==> src/rtl/ja_ref_sel.sv <==
module ja_ref_sel #(
  parameter int TIMEOUT_CYC = 3072
) (
  input  logic       clk,
  input  logic       rst_n,
  input  logic       master_mode,
  input  logic       los,
  input  logic       hold_line,
  input  logic       sync_slow,
  input  logic       force_centre,
  input  logic       sync_in,
  output logic [3:0] ref_sel,
  output logic       sync_present,
  output logic       switch_pulse
);
  localparam int CW = $clog2(TIMEOUT_CYC);
  localparam logic [3:0] SEL_FREE = 4'b0001;
  localparam logic [3:0] SEL_S2M  = 4'b0010;
  localparam logic [3:0] SEL_S8K  = 4'b0100;
  localparam logic [3:0] SEL_LINE = 4'b1000;

  logic [2:0]    sync_sh;
  logic [CW-1:0] win_cnt;
  logic          primed_q;
  logic [3:0]    nxt_sel;

  wire sync_edge = sync_sh[1] & ~sync_sh[2];
  wire win_end   = (win_cnt == CW'(TIMEOUT_CYC - 1));

  always_ff @(posedge clk) begin
    if (!rst_n) begin
      sync_sh      <= '0;
      win_cnt      <= '0;
      sync_present <= 1'b0;
      primed_q     <= 1'b0;
    end else begin
      sync_sh <= {sync_sh[1:0], sync_in};
      if (sync_edge) begin
        win_cnt      <= '0;
        sync_present <= 1'b1;
        primed_q     <= 1'b1;
      end else if (win_end) begin
        win_cnt      <= '0;
        sync_present <= 1'b0;
        primed_q     <= 1'b1;
      end else begin
        win_cnt <= win_cnt + 1'b1;
      end
    end
  end

  always_comb begin
    if (!primed_q)
      nxt_sel = SEL_FREE;
    else if (!master_mode && (!los || hold_line))
      nxt_sel = SEL_LINE;
    else if (sync_present)
      nxt_sel = sync_slow ? (force_centre ? 4'b0000 : SEL_S8K) : SEL_S2M;
    else
      nxt_sel = force_centre ? 4'b0000 : SEL_FREE;
  end

  always_ff @(posedge clk) begin
    if (!rst_n) begin
      ref_sel      <= SEL_FREE;
      switch_pulse <= 1'b0;
    end else begin
      ref_sel      <= nxt_sel;
      switch_pulse <= (nxt_sel != ref_sel);
    end
  end
endmodule

==> config.mk <==
export PLATFORM = sky130hd
export DESIGN_NAME = ja_ref_sel
export DESIGN_NICKNAME = d
export VERILOG_FILES = /design/src/rtl/ja_ref_sel.sv
export SDC_FILE = /design/constraint.sdc
export NUM_CORES = 1
export LEC_CHECK = 0
export ABC_CLOCK_PERIOD_IN_PS = 3600
export BUFFER_PORTS_ARGS = -buffer_cell sky130_fd_sc_hd__buf_2
export CAP_MARGIN = 30
export CORE_ASPECT_RATIO = 0.6
export CORE_MARGIN = 2
export CORE_UTILIZATION = 39
export DETAILED_ROUTE_END_ITERATION = 8
export PLACE_DENSITY = 0.56
export SLEW_MARGIN = 0
export SYNTH_ARGS = -nofsm -noshare
export SYNTH_HDL_FRONTEND = slang
export SYNTH_SLANG_ARGS = --single-unit
==> constraint.sdc <==
create_clock -name clk -period 3.6 [get_ports clk]
set_clock_uncertainty 0.05 [all_clocks]
set_input_delay 0 -clock clk [delete_from_list [all_inputs] [get_ports clk]]
set_output_delay 0 -clock clk [all_outputs]
set_load 0.02 [all_outputs]
==> flow_metrics.tcl <==
set metrics [dict create \
    synthTopCellsByCount "dfxtp_1, nor2_1, nand2_1, xnor2_1, xor2_1" \
    yosysTopAreaCellShare_pct 47.76 \
    tightest_slew_ns 0.3607 \
    dp_cells 137 \
    synth_cell_types 28 \
    final_cell_count_no_fill 145 \
    cts_setup_buffers 0 \
    status "finished clean" \
    setup_viol 0 \
    track_usage_pct 12.07 \
    dieWidth_um 66.78 \
    synth_edf_count 0 \
    min_period_ns 1.499 \
    synth.most_common_cell "dfxtp_1" \
    yosysTopAreaCell "dfxtp_1" \
    syn_area_um2 922.1 \
    r2r_start "win_cnt[0]" \
    fin_nets 125 \
    numPortBuffers 13 \
    drive_above_1_share_pct 18.26 \
    syn_to_final_growth_pct 20.22 \
    power_density_nw_per_um2 414.2 \
    drc_errors 0 \
    min_from "master_mode" \
    die_y_um 41.67 \
    cts_buffers 3 \
    crit_required_ns 3.75 \
    avgSynthCellArea_um2 9.707 \
    die_area_um2 2782 \
    overflow 0 \
    period_share_pct 41.64 \
    setup_ws_ns 2.101 \
    clk_latency_ns 0.26 \
    row_count 13 \
    start_util_pct 41.99 \
    dr.first_iter.drc_count 16 \
    hold_viol 0 \
    crit_type "reg2reg" \
    place_congestion 0.7660 \
    antenna_left 0 \
    synth_area_leaders "dfxtp_1, nor2_1, xnor2_1" \
    grt_max_degree 13 \
    ir_drop_uv 226.4 \
    wl_mm 1.513 \
    synth_warnings 0 \
    pre_cts_ws_ns 2.109 \
    grt_pass1_vias 564 \
    clock_sinks 22 \
    vias_per_cell 4.566 \
    hold_class "in2reg" \
    relSlewSlack_pct 75.90 \
    total_leakage_power_nw 0.4368 \
    htree_levels 1 \
    dp_hpwl_mm 1.129 \
    max_freq_mhz 667.1 \
    placed_area_um2 1013 \
    syn_inst 95 \
    grt_pass1_wl_mm 2.484 \
    startpoint_type "flop" \
    cp-end-kind "flop" \
    slew_viol_final 0 \
    cts-root-buf "clkbuf_8" \
    ioPinCount 14 \
    rsz0062_at_grt "false" \
    seq_area_frac_synth_pct 47.76 \
    route.vias.total 662 \
    async_reset_ff_share_pct 0 \
    cts_buffer_depth 2 \
    cap_viol_max_count 0 \
    synth_seq_cells 22 \
    crit_arrival_ns 1.65 \
    synth_ff_type "dfxtp_1" \
    path_clk_slew_ns 0.08 \
    core_um2 2196 \
    drt_first_pass_iters 4 \
    postLayoutCellArea_um2 1109 \
    diodes 0 \
    cts_tree "yes" \
    fin_tns_setup_ns 0 \
    fillers 224 \
    wire_per_inst_um 10.43 \
    synthesis.nets 104 \
    cp-startpoint "win_cnt[0]" \
    cp_max_fo 12 \
    antenna_found_initial 0 \
]
==> worst paths after layout <==
| kind | to | slack, ns | cells after the start |
|---|---|---|---|
| max | win_cnt[9] | 2.10 | 5 |
| min | ref_sel[3] | 0.05 | 3 |
| max reg2reg | win_cnt[9] | 2.10 | 5 |
| min reg2reg | sync_sh[1] | 0.39 | 1 |
==> power by group <==
group          internal [mW]  total [mW]  switching (mW)
combinational         0.0145      0.0308          0.0162
clock                 0.0974       0.174          0.0763
sequential             0.250       0.255         0.00480
==> metal layers <==
metal,vias up,global-route usage (%),routed length [um]
li1,367,-,-
met1,284,18.60,885
met2,11,14.20,550
met3,0,5.962,77
met4,0,3.673,0
met5,-,0,0
==> repair_timing <==
item,CTS,global route
hold endpoints to repair,6,0
hold buffers,4,0
resized for setup,0,0
==> cell type report <==
class	instances	area, um^2	area share, %
repair buffers	17	105.1	9.481
clock buffers	4	55.05	4.966
multi-input cells	68	455.4	41.08
flip-flops and latches	22	440.4	39.73
inverters	4	15.01	1.354
well taps	30	37.54	3.386
==> state kept, by name, indices dropped and copies added, names as in the netlist <==
name	cells
primed_q	1
ref_sel	4
switch_pulse	1
sync_present	1
sync_sh	3
win_cnt	12
==> through the flow <==
step                hold slack (ns)  utilization [%]  total power, mW
floorplan                   0.01194                -           0.2784
global placement             0.1583            46.15           0.2880
detailed placement           0.1710            46.15           0.2880
CTS                         0.03711            50.48           0.4635
global route                0.07858            50.48           0.4809
finish                      0.04692            50.48           0.4592
==> critical path: stages, from the launching register on <==
cell and delay (ns):
dfxtp_1 0.34, ha_1 0.22, nand3_1 0.23, nor4_4 0.07
or3_4 0.41, nor2_1 0.12
==> placed cells by master, fill, tap and decap left out, types with 2 or more instances in the layout <==
| cell | instances |
|---|---|
| dfxtp_1 | 22 |
| nor2_1 | 18 |
| buf_2 | 13 |
| nand2_1 | 7 |
| xor2_1 | 6 |
| xnor2_1 | 6 |
| inv_1 | 4 |
| clkbuf_8 | 4 |
| dlygate4sd3_1 | 4 |
| and2_1 | 3 |
| o21ai_0 | 3 |
| nor3_1 | 3 |
| nor2b_1 | 2 |
| nand2b_1 | 2 |
| nand3_1 | 2 |
| nor3b_1 | 2 |
==> cells by family (layout without fill, tap and decap cells) <==
family                   Yosys count  in the layout  share of synthesized area (%)
AO/OA/AOI/OAI                      8              8                          6.242
XOR/XNOR                          12             12                          11.40
adder cells (fa/ha/maj)            1              1                          1.357
buffers and inverters              5             25                          2.849
flip-flops                        22             22                          47.76
AND/OR/NAND/NOR                   47             47                          30.39
No activity file was read; power rests on OpenSTA's default activity.
